$ cat src/rtl/hzu_pkg.sv
package hzu_pkg;
    localparam int SPEC_W = 5;

    typedef logic [SPEC_W-1:0] spec_t;

    typedef enum logic [1:0] {
        K_NONE   = 2'd0,
        K_ALU_RR = 2'd1,
        K_ALU_RI = 2'd2,
        K_LOAD   = 2'd3
    } kind_e;

    typedef enum logic [1:0] {
        SEL_FILE    = 2'd0,
        SEL_XM_ALU  = 2'd1,
        SEL_MW_ALU  = 2'd2,
        SEL_MW_LOAD = 2'd3
    } opsel_e;

    typedef struct packed {
        logic  vld;
        kind_e kind;
        logic  wen;
        spec_t rs1;
        spec_t rs2;
        spec_t rd;
    } slot_t;

    function automatic logic uses_rs1(slot_t s);
        return s.vld && (s.kind != K_NONE);
    endfunction

    function automatic logic uses_rs2(slot_t s);
        return s.vld && (s.kind == K_ALU_RR);
    endfunction

    function automatic logic produces(slot_t s, spec_t r);
        return s.wen && (s.rd == r) && (r != '0);
    endfunction
endpackage

$ cat src/rtl/hzu_stage_pipe.sv
module hzu_stage_pipe
    import hzu_pkg::*;
(
    input  logic  clk,
    input  logic  rst_n,
    input  slot_t dec_slot,
    input  logic  insert_bubble,
    output slot_t idex,
    output slot_t exmem,
    output slot_t memwb
);
    typedef struct packed {
        slot_t idex;
        slot_t exmem;
        slot_t memwb;
    } pipe_t;

    pipe_t pipe_d, pipe_q;

    always_comb begin
        pipe_d       = pipe_q;
        pipe_d.memwb = pipe_q.exmem;
        pipe_d.exmem = pipe_q.idex;
        if (insert_bubble) begin
            pipe_d.idex = '0;
        end else begin
            pipe_d.idex = dec_slot;
        end
    end

    always_ff @(posedge clk or negedge rst_n) begin
        if (!rst_n) begin
            pipe_q <= '0;
        end else begin
            pipe_q <= pipe_d;
        end
    end

    assign idex  = pipe_q.idex;
    assign exmem = pipe_q.exmem;
    assign memwb = pipe_q.memwb;


    bubble_clears_wen_chk: assert property (@(posedge clk) disable iff (!rst_n)
        insert_bubble |=> (!idex.wen && !idex.vld));
endmodule

$ cat src/rtl/hzu_loaduse_det.sv
module hzu_loaduse_det
    import hzu_pkg::*;
(
    input  slot_t dec_slot,
    input  slot_t idex,
    output logic  stall
);
    logic hit_a, hit_b;

    always_comb begin
        hit_a = uses_rs1(dec_slot) && produces(idex, dec_slot.rs1);
        hit_b = uses_rs2(dec_slot) && produces(idex, dec_slot.rs2);
        stall = (idex.kind == K_LOAD) && (hit_a || hit_b);
    end
endmodule

$ cat src/rtl/hzu_opnd_sel.sv
module hzu_opnd_sel
    import hzu_pkg::*;
(
    input  spec_t  src,
    input  logic   used,
    input  slot_t  exmem,
    input  slot_t  memwb,
    output opsel_e sel
);
    always_comb begin
        sel = SEL_FILE;
        if (used) begin
            if (produces(exmem, src) && (exmem.kind != K_LOAD)) begin
                sel = SEL_XM_ALU;
            end else if (produces(memwb, src)) begin
                sel = (memwb.kind == K_LOAD) ? SEL_MW_LOAD : SEL_MW_ALU;
            end
        end
    end
endmodule

$ cat src/rtl/hzu_regfile.sv
module hzu_regfile #(
    parameter int DATA_W = 32,
    parameter int NREGS  = 32,
    parameter int NRD    = 2
) (
    input  logic                               clk,
    input  logic                               rst_n,
    input  logic                               we,
    input  logic [$clog2(NREGS)-1:0]           wa,
    input  logic [DATA_W-1:0]                  wd,
    input  logic [NRD-1:0][$clog2(NREGS)-1:0]  ra,
    output logic [NRD-1:0][DATA_W-1:0]         rd
);
    localparam int AW = $clog2(NREGS);

    logic [DATA_W-1:0] mem_d [NREGS];
    logic [DATA_W-1:0] mem_q [NREGS];

    always_comb begin
        mem_d = mem_q;
        if (we && (wa != '0)) begin
            mem_d[wa] = wd;
        end
        mem_d[0] = '0;
    end

    always_ff @(posedge clk or negedge rst_n) begin
        if (!rst_n) begin
            for (int i = 0; i < NREGS; i++) begin
                mem_q[i] <= '0;
            end
        end else begin
            mem_q <= mem_d;
        end
    end

    for (genvar g = 0; g < NRD; g++) begin : g_rport
        logic [AW-1:0] addr;
        assign addr  = ra[g];
        assign rd[g] = (addr == '0) ? '0
                     : (we && (wa == addr)) ? wd
                     : mem_q[addr];
    end


    zero_reg_fixed_chk: assert property (@(posedge clk) disable iff (!rst_n)
        mem_q[0] == '0);
endmodule

$ cat src/rtl/hzu_top.sv
module hzu_top
    import hzu_pkg::*;
#(
    parameter int DATA_W = 32
) (
    input  logic              clk,
    input  logic              rst_n,
    input  logic              if_vld,
    input  logic [1:0]        if_opc,
    input  logic [4:0]        if_rs1,
    input  logic [4:0]        if_rs2,
    input  logic [4:0]        if_rd,
    input  logic [DATA_W-1:0] wb_data,
    output logic [DATA_W-1:0] rf_rs1_data,
    output logic [DATA_W-1:0] rf_rs2_data,
    output logic [1:0]        fwd_a_sel,
    output logic [1:0]        fwd_b_sel,
    output logic              pc_hold,
    output logic              ifid_hold,
    output logic              idex_bubble
);
    localparam int NREGS = 1 << SPEC_W;
    localparam int NOPND = 2;

    slot_t dec_slot, idex, exmem, memwb;
    logic  stall;

    always_comb begin
        dec_slot      = '0;
        dec_slot.vld  = if_vld;
        dec_slot.kind = kind_e'(if_opc);
        dec_slot.rs1  = if_rs1;
        dec_slot.rs2  = if_rs2;
        dec_slot.rd   = if_rd;
        dec_slot.wen  = if_vld && (kind_e'(if_opc) != K_NONE);
    end

    hzu_stage_pipe u_pipe (
        .clk           (clk),
        .rst_n         (rst_n),
        .dec_slot      (dec_slot),
        .insert_bubble (stall),
        .idex          (idex),
        .exmem         (exmem),
        .memwb         (memwb)
    );

    hzu_loaduse_det u_det (
        .dec_slot (dec_slot),
        .idex     (idex),
        .stall    (stall)
    );

    spec_t  src_v  [NOPND];
    logic   used_v [NOPND];
    opsel_e sel_v  [NOPND];

    assign src_v[0]  = idex.rs1;
    assign src_v[1]  = idex.rs2;
    assign used_v[0] = uses_rs1(idex);
    assign used_v[1] = uses_rs2(idex);

    for (genvar g = 0; g < NOPND; g++) begin : g_opnd
        hzu_opnd_sel u_sel (
            .src   (src_v[g]),
            .used  (used_v[g]),
            .exmem (exmem),
            .memwb (memwb),
            .sel   (sel_v[g])
        );
    end

    logic [NOPND-1:0][SPEC_W-1:0] rf_ra;
    logic [NOPND-1:0][DATA_W-1:0] rf_rd;

    assign rf_ra[0] = if_rs1;
    assign rf_ra[1] = if_rs2;

    hzu_regfile #(
        .DATA_W (DATA_W),
        .NREGS  (NREGS),
        .NRD    (NOPND)
    ) u_rf (
        .clk   (clk),
        .rst_n (rst_n),
        .we    (memwb.wen),
        .wa    (memwb.rd),
        .wd    (wb_data),
        .ra    (rf_ra),
        .rd    (rf_rd)
    );

    assign rf_rs1_data = rf_rd[0];
    assign rf_rs2_data = rf_rd[1];
    assign fwd_a_sel   = sel_v[0];
    assign fwd_b_sel   = sel_v[1];
    assign pc_hold     = stall;
    assign ifid_hold   = stall;
    assign idex_bubble = stall;


    hold_needs_load_chk: assert property (@(posedge clk) disable iff (!rst_n)
        pc_hold |-> (idex.kind == K_LOAD && idex.wen && idex.rd != '0));


    single_cycle_hold_chk: assert property (@(posedge clk) disable iff (!rst_n)
        pc_hold |=> !pc_hold);


    no_load_from_xm_chk: assert property (@(posedge clk) disable iff (!rst_n)
        !(exmem.kind == K_LOAD && exmem.wen && exmem.rd != '0
          && uses_rs1(idex) && idex.rs1 == exmem.rd));


    zero_src_no_fwd_chk: assert property (@(posedge clk) disable iff (!rst_n)
        (fwd_a_sel != 2'd0) |-> (idex.rs1 != '0));


    unread_b_no_fwd_chk: assert property (@(posedge clk) disable iff (!rst_n)
        !uses_rs2(idex) |-> (fwd_b_sel == 2'd0));
endmodule

$ cat config.mk
export PLATFORM = sky130hd
export DESIGN_NAME = hzu_top
export DESIGN_NICKNAME = d
export VERILOG_FILES = /design/src/rtl/hzu_pkg.sv /design/src/rtl/hzu_stage_pipe.sv /design/src/rtl/hzu_loaduse_det.sv /design/src/rtl/hzu_opnd_sel.sv /design/src/rtl/hzu_regfile.sv /design/src/rtl/hzu_top.sv
export SDC_FILE = /design/constraint.sdc
export NUM_CORES = 2
export LEC_CHECK = 0
export ABC_CLOCK_PERIOD_IN_PS = 2470
export BUFFER_PORTS_ARGS = -buffer_cell sky130_fd_sc_hd__buf_2
export CORE_ASPECT_RATIO = 1.1
export CORE_MARGIN = 4
export CORE_UTILIZATION = 50
export CTS_BUF_LIST = sky130_fd_sc_hd__clkbuf_8
export CTS_CLUSTER_SIZE = 16
export DETAILED_ROUTE_END_ITERATION = 8
export PLACE_DENSITY_LB_ADDON = 0.05
export SLEW_MARGIN = 20
export SYNTH_ARGS = -nofsm -noshare
export SYNTH_HDL_FRONTEND = slang
export SYNTH_SLANG_ARGS = --single-unit
$ cat constraint.sdc
create_clock -name clk -period 2.47 [get_ports clk]
set_input_delay 0.247 -clock clk [delete_from_list [all_inputs] [get_ports clk]]
set_output_delay 0.247 -clock clk [all_outputs]
set_load 0.01 [all_outputs]
# ---- Yosys cells after proc, flatten, opt, wreduce, memory -nomap -nowiden
# Index checks and enable logic that the tools add are counted.
dict set report op_classes {
  order_cmp 4
  eq_ne 13
  muxes 21
  n_bitwise 3
  n_reduce_logical 35
}
# operator count
set op_table {}
lappend op_table {{1024-bit bitwise mux} 1}
lappend op_table {{32-bit binary-select mux with 5-bit select} 2}
lappend op_table {{32-bit 2-to-1 mux} 9}
lappend op_table {{32-bit demux with 5-bit select} 1}
lappend op_table {{5-bit equality test} 8}
lappend op_table {{1-bit logical AND} 25}
lappend op_table {{5-bit nonzero test} 5}
lappend op_table {{19-bit 2-to-1 mux} 1}
lappend op_table {{6-bit >= comparator, second input constant} 3}
lappend op_table {{5-bit inverter with 6-bit output} 3}
lappend op_table {{2-bit 2-to-1 mux} 6}
lappend op_table {{5-bit logical NOT} 2}
lappend op_table {{6-bit by 1-bit < comparator with 1-bit output, second input constant} 1}
lappend op_table {{2-bit by 1-bit equality test with 1-bit output, second input constant} 2}
lappend op_table {{2-bit equality test, second input constant} 2}
lappend op_table {{2-bit nonzero test} 2}
lappend op_table {{2-bit != test, second input constant} 1}
lappend op_table {{1-bit logical OR} 1}
lappend op_table {{1-bit 2-to-1 mux} 1}
dict set report word_totals {
  regBits 1027
  input_bits 52
  output_inout_bits 71
  word_cells 119
}

# ---- Longest topological paths before layout
dict set report depth {
  depth_word 7
  mapped_depth 10
  depth_no_buf 5
}

# ---- Modules after synthesis
# From an unflattened synthesis, not the netlist that was laid out.
dict set report unflattened {
  cells_unflattened 3867
  area_unflattened_um2 56141.3
}
# mod instances cells_each area_each_um2 seq_area_each_um2
set modules_own_cells {}
lappend modules_own_cells {hzu_regfile 1 3683 53765.3 24823.8}
lappend modules_own_cells {hzu_stage_pipe 1 115 1848.0 1426.4}
lappend modules_own_cells {hzu_opnd_sel 2 21 163.9 0.0}
lappend modules_own_cells {hzu_loaduse_det 1 22 161.4 0.0}
lappend modules_own_cells {hzu_top 1 5 38.8 0.0}

# ---- Least setup slack after synthesis
# OpenSTA, ideal clock, no wires.
dict set report synth_path {
  kind {input-to-output}
  startpoint {in if_rs2[4]}
  endpoint {out ifid_hold}
  arrival_ns 1.752
  required_time_ns 2.223
  setup_slack_ns 0.471
  path_stages 9
  n_path_buf 4
  path_cell_list {buf_2 > or2_1 > or4_1 > clkbuf_1 > nand4_1 > a21o_1 > buf_2 > inv_1 > buf_4}
}
dict set report synth_between {
  elab_chain_len 6
  word_cells_on_any_way 7
  cone_classes {eq/ne (1); reduce/logical (6)}
}
# element line
set synth_rtl {}
lappend synth_rtl {{from (decl)} hzu_top.sv:11} ;# input logic [4:0] if_rs2,
lappend synth_rtl {{5-bit equality test} hzu_pkg.sv:38} ;# return s.wen && (s.rd == r) && (r != '0);
lappend synth_rtl {{1-bit logical AND} hzu_pkg.sv:38}
lappend synth_rtl {{1-bit logical AND (*)} hzu_pkg.sv:38}
lappend synth_rtl {{1-bit logical AND (*)} hzu_loaduse_det.sv:12} ;# hit_b = uses_rs2(dec_slot) && produces(idex, dec_slot.rs2);
lappend synth_rtl {{1-bit logical OR (*)} hzu_loaduse_det.sv:13} ;# stall = (idex.kind == K_LOAD) && (hit_a || hit_b);
lappend synth_rtl {{1-bit logical AND (*)} hzu_loaduse_det.sv:13}
lappend synth_rtl {{to (decl)} hzu_top.sv:19} ;# output logic ifid_hold,
# Mark *: on every way between the ends. The rest lies on a longest branch, timed or not.

# ---- Final worst setup path
dict set report layout_path {
  startpoint {reg u_pipe.pipe_q, in the netlist u_pipe.memwb[2]}
  endpoint {out rf_rs2_data[30]}
}
dict set report layout_between {
  elab_chain_len 4
}
# element line
set layout_rtl {}
lappend layout_rtl {{from (decl)} hzu_stage_pipe.sv:18} ;# pipe_t pipe_d, pipe_q;
lappend layout_rtl {{from (signal assigned)} hzu_stage_pipe.sv:35} ;# pipe_q <= pipe_d;
lappend layout_rtl {{5-bit equality test} hzu_regfile.sv:41} ;# : (we && (wa == addr)) ? wd
lappend layout_rtl {{1-bit logical AND} hzu_regfile.sv:41}
lappend layout_rtl {{32-bit 2-to-1 mux} hzu_regfile.sv:41}
lappend layout_rtl {{32-bit 2-to-1 mux} hzu_regfile.sv:40} ;# assign rd[g] = (addr == '0) ? '0
lappend layout_rtl {{to (decl)} hzu_top.sv:15} ;# output logic [DATA_W-1:0] rf_rs2_data,
# Every way passes these cells.

==> reports/qor.yml <==
detailed_routing:
  vias: 41226
  drt-vias-per-instance: 6.80
  wire_per_inst_um: 35.1
  post-route-drc-count: 0
  drt_first_iter_violations: 4367
  dr.pass1.iters: 5
  ant_nets: 0
  drt_wl_total_mm: 213
critical_path:
  crit_type: "register to primary output"
  cp-end-kind: "primary output"
  cp_cell_sequence: "xor2_1 > nor4_1 > buf_4 > nand3_4 > buf_12 > buf_12 > o211a_1 > a21oi_4 > buf_6"
  cp_top_family: "buffers and inverters"
  crit_fanout: 22
  critPathBufInv: 4
  slowest_stage: "dfrtp_1"
  critPathMaxStageDelay_ps: 430
  cp_data_required_time_ps: 2220
  crit_top_cell: "buf_12"
  crit_arrival_ps: 3090
  crit_path_start_kind: "register"
timing:
  hold_viol: 0
  rsz0062_at_grt: "yes"
  maxSlewViolCount: 0
  fin_ws_ps: -870
  fin_crit_ps: 3340
  fin_skew_ps: 31.2
  max_freq_mhz: 299
  finalSetupViolations: 78
  tightest_slew_ps: 831
  fin_crit_sh_pct: 135
  slew_headroom_pct: 44.3
  setup_tns_ps: -48730
die:
  die-height_um: 359
  dieWidth_um: 328
  ios: 123
  start_util_pct: 50.5
  rows: 128
  die-area_sq_mm: 0.118
  core_area_sq_mm: 0.111
placed_design:
  placed_cell_area_sq_mm: 0.0620
  dp_hpwl_mm: 136
  portBuffers: 122
  gp_congestion: 0.875
logic_synthesis:
  synthDistinctLibCells: 50
  synthTopCellsByArea: "dfrtp_1, mux2_2, mux4_2, mux2i_1, a22oi_1"
  yosysTopAreaCell: "dfrtp_1"
  syn_nets: 4102
  avgSynthCellArea_sq_um: 13.9
  synth_area_sq_mm: 0.0561
  yosysWarnings: 0
  synth_flop_cell: "dfrtp_1"
  synth_edf_count: 0
  postSynthCellCount: 4050
  ys_ff_latch: 1027
  yosysSeqAreaShare_pct: 45.8
  synth-async-reset-ratio_pct: 100
  synthDominantCellAreaShare_pct: 45.8
clock_tree:
  clock_latency_ps: 910
  tritoncts.num_buffers: 179
  tritoncts: "yes"
  htree_levels: 4
  path_clk_slew_ps: 60
  clock_sinks: 1027
  cts-root-buf: "clkbuf_8"
  cts_max_path_buffers: 3
final_layout:
  syn2layout_area_growth_pct: 20.1
  final_util_pct: 60.7
  nFillCells: 8601
  fin_area_sq_mm: 0.0675
  drive_gt1_share_pct: 51.9
  nets: 4483
global_routing:
  overflow: 0
  track_usage_pct: 35.9
  antenna_found_initial: 2
  grt_pass1_wl_mm: 308
  grt_max_degree: 83
  grt_pass1_vias: 43535
power:
  internal_power_mw: 35.1
  p_leak_nw: 29.3
  switching_share_pct: 29.4
  power_density_mw_per_mm2: 737
  ir_drop_uv: 503
  p_comb_share_pct: 22.4
  clockPowerShare_pct: 32.7
  switchingPower_mw: 14.6
  seq_power_share_pct: 44.9
outcome:
  outcome: "complete, but fails checks"
  violations: "negative setup slack"
min_path:
  hp-class: "input port to async pin"
flow_run:
  cap_violations: 0
## kinds of logic (layout without fill, tap and decap cells)
group,count (synthesis),in the layout,share of synthesized area (%)
AO/OA/AOI/OAI,510,510,7.15
XOR/XNOR,40,40,0.624
buffers and inverters,438,956,4.13
flip-flops,1027,1027,45.8
multiplexers,1720,1720,39.5
other,0,3,0
AND/OR/NAND/NOR,315,315,2.82
## per-layer routing
layer	part of all wire (%)	wire length, um	up-vias	track usage (%)
li1	-	-	16372	-
met1	40	86200	21985	48.9
met2	46	97100	2317	54.8
met3	9.3	19900	552	9.10
met4	4.6	9800	0	15.8
met5	0	0	-	0
## cells in the mapped netlist, types with 53 or more instances
master	number
a21oi_1	58
buf_2	155
clkbuf_1	175
nand2b_1	53
mux2i_1	336
mux2_2	1097
mux4_2	287
buf_4	61
dfrtp_1	1027
a221o_1	84
nand2_1	122
a22oi_1	139
## power groups by stage
stage / clock network [mW] / registers, mW / logic (mW)
floorplan: 0 / 21.6 / 7.46
global placement: 0 / 22.1 / 10.3
detailed placement: 0 / 22.4 / 10.6
CTS: 16.5 / 22.1 / 11.0
global route: 17.3 / 22.6 / 11.8
finish: 16.2 / 22.3 / 11.1
## tightest hold or removal path: cells and delay by family
kind	cells	cell delay [ps]
buffers and inverters	3	1080
## state kept, by name, summed over array words and instances, names as in the netlist
register and count:
u_rf.mem_q 992, u_pipe.idex 19, u_pipe.exmem 8, u_pipe.memwb 8
## final cells by class
| class | instances | area [sq um] | share of cell area, % |
|---|---|---|---|
| Clock buffer | 243 | 3340 | 4.96 |
| Inverter | 4 | 15.0 | 0.0223 |
| Multi-Input combinational cell | 2585 | 29000 | 42.9 |
| Antenna cell | 3 | 7.51 | 0.0111 |
| Sequential cell | 1027 | 25700 | 38.1 |
| Clock inverter | 75 | 383 | 0.568 |
| Tap cell | 1495 | 1870 | 2.77 |
| Timing Repair Buffer | 634 | 7170 | 10.6 |
## cells in the final DEF, fill, tap and decap left out, types with 9 or more instances in the layout
cell type,n
a211oi_1,47
a21oi_1,57
a221o_1,84
a22oi_1,139
a31oi_4,9
and2_1,20
and3_4,9
buf_12,169
buf_2,72
buf_4,271
buf_6,62
clkbuf_8,243
clkinv_2,17
clkinvlp_4,9
dfrtp_1,1025
dlygate4sd3_1,49
inv_1,45
mux2_2,1085
mux2_4,12
mux2i_1,336
mux4_2,287
nand2_1,106
nand2_2,16
nand2b_1,52
nand3_1,19
nor2_4,19
o2111ai_1,16
o211ai_1,38
o21ai_1,11
o221a_1,35
o221a_4,11
o221ai_1,9
o22ai_1,21
xnor2_1,12
xor2_1,24
## stage by stage
stage	std cells	power [mW]	hold WS (ps)	worst slack [ps]
CTS	6060	49.6	22.4	-942
global placement	5673	32.4	197	-297
finish	6066	49.7	107	-870
detailed placement	5673	33.0	202	-253
global route	6065	51.7	84.1	-986
floorplan	4050	29.0	-48.6	471
## final timing paths
check	start	endpoint	slack [ps]	cells past startpoint
worst max-delay path	u_pipe.memwb[2]	rf_rs2_data[30]	-870	9
worst min register to register	u_pipe.exmem[15]	u_pipe.memwb[15]	370	0
max in group asynchronous	rst_n	u_rf.mem_q[57]	1600	3
worst min-delay path	rst_n	u_rf.mem_q[772]	110	3
min in group clk	if_rd[1]	u_pipe.idex[1]	110	3
worst max register to register	u_pipe.memwb[4]	u_rf.mem_q[549]	-40	9
## repair_timing
| action | 4_1_cts | 5_1_grt |
|---|---|---|
| gates cloned | 3 | 1 |
| setup endpoints to repair | 71 | 101 |
| hold endpoints to repair | 1857 | 0 |
| hold buffers | 50 | 0 |
| setup buffers | 17 | 4 |
| gates resized for setup | 150 | 58 |
| pin swaps | 30 | 20 |
Note: power is estimated with default switching activity, not from simulation.
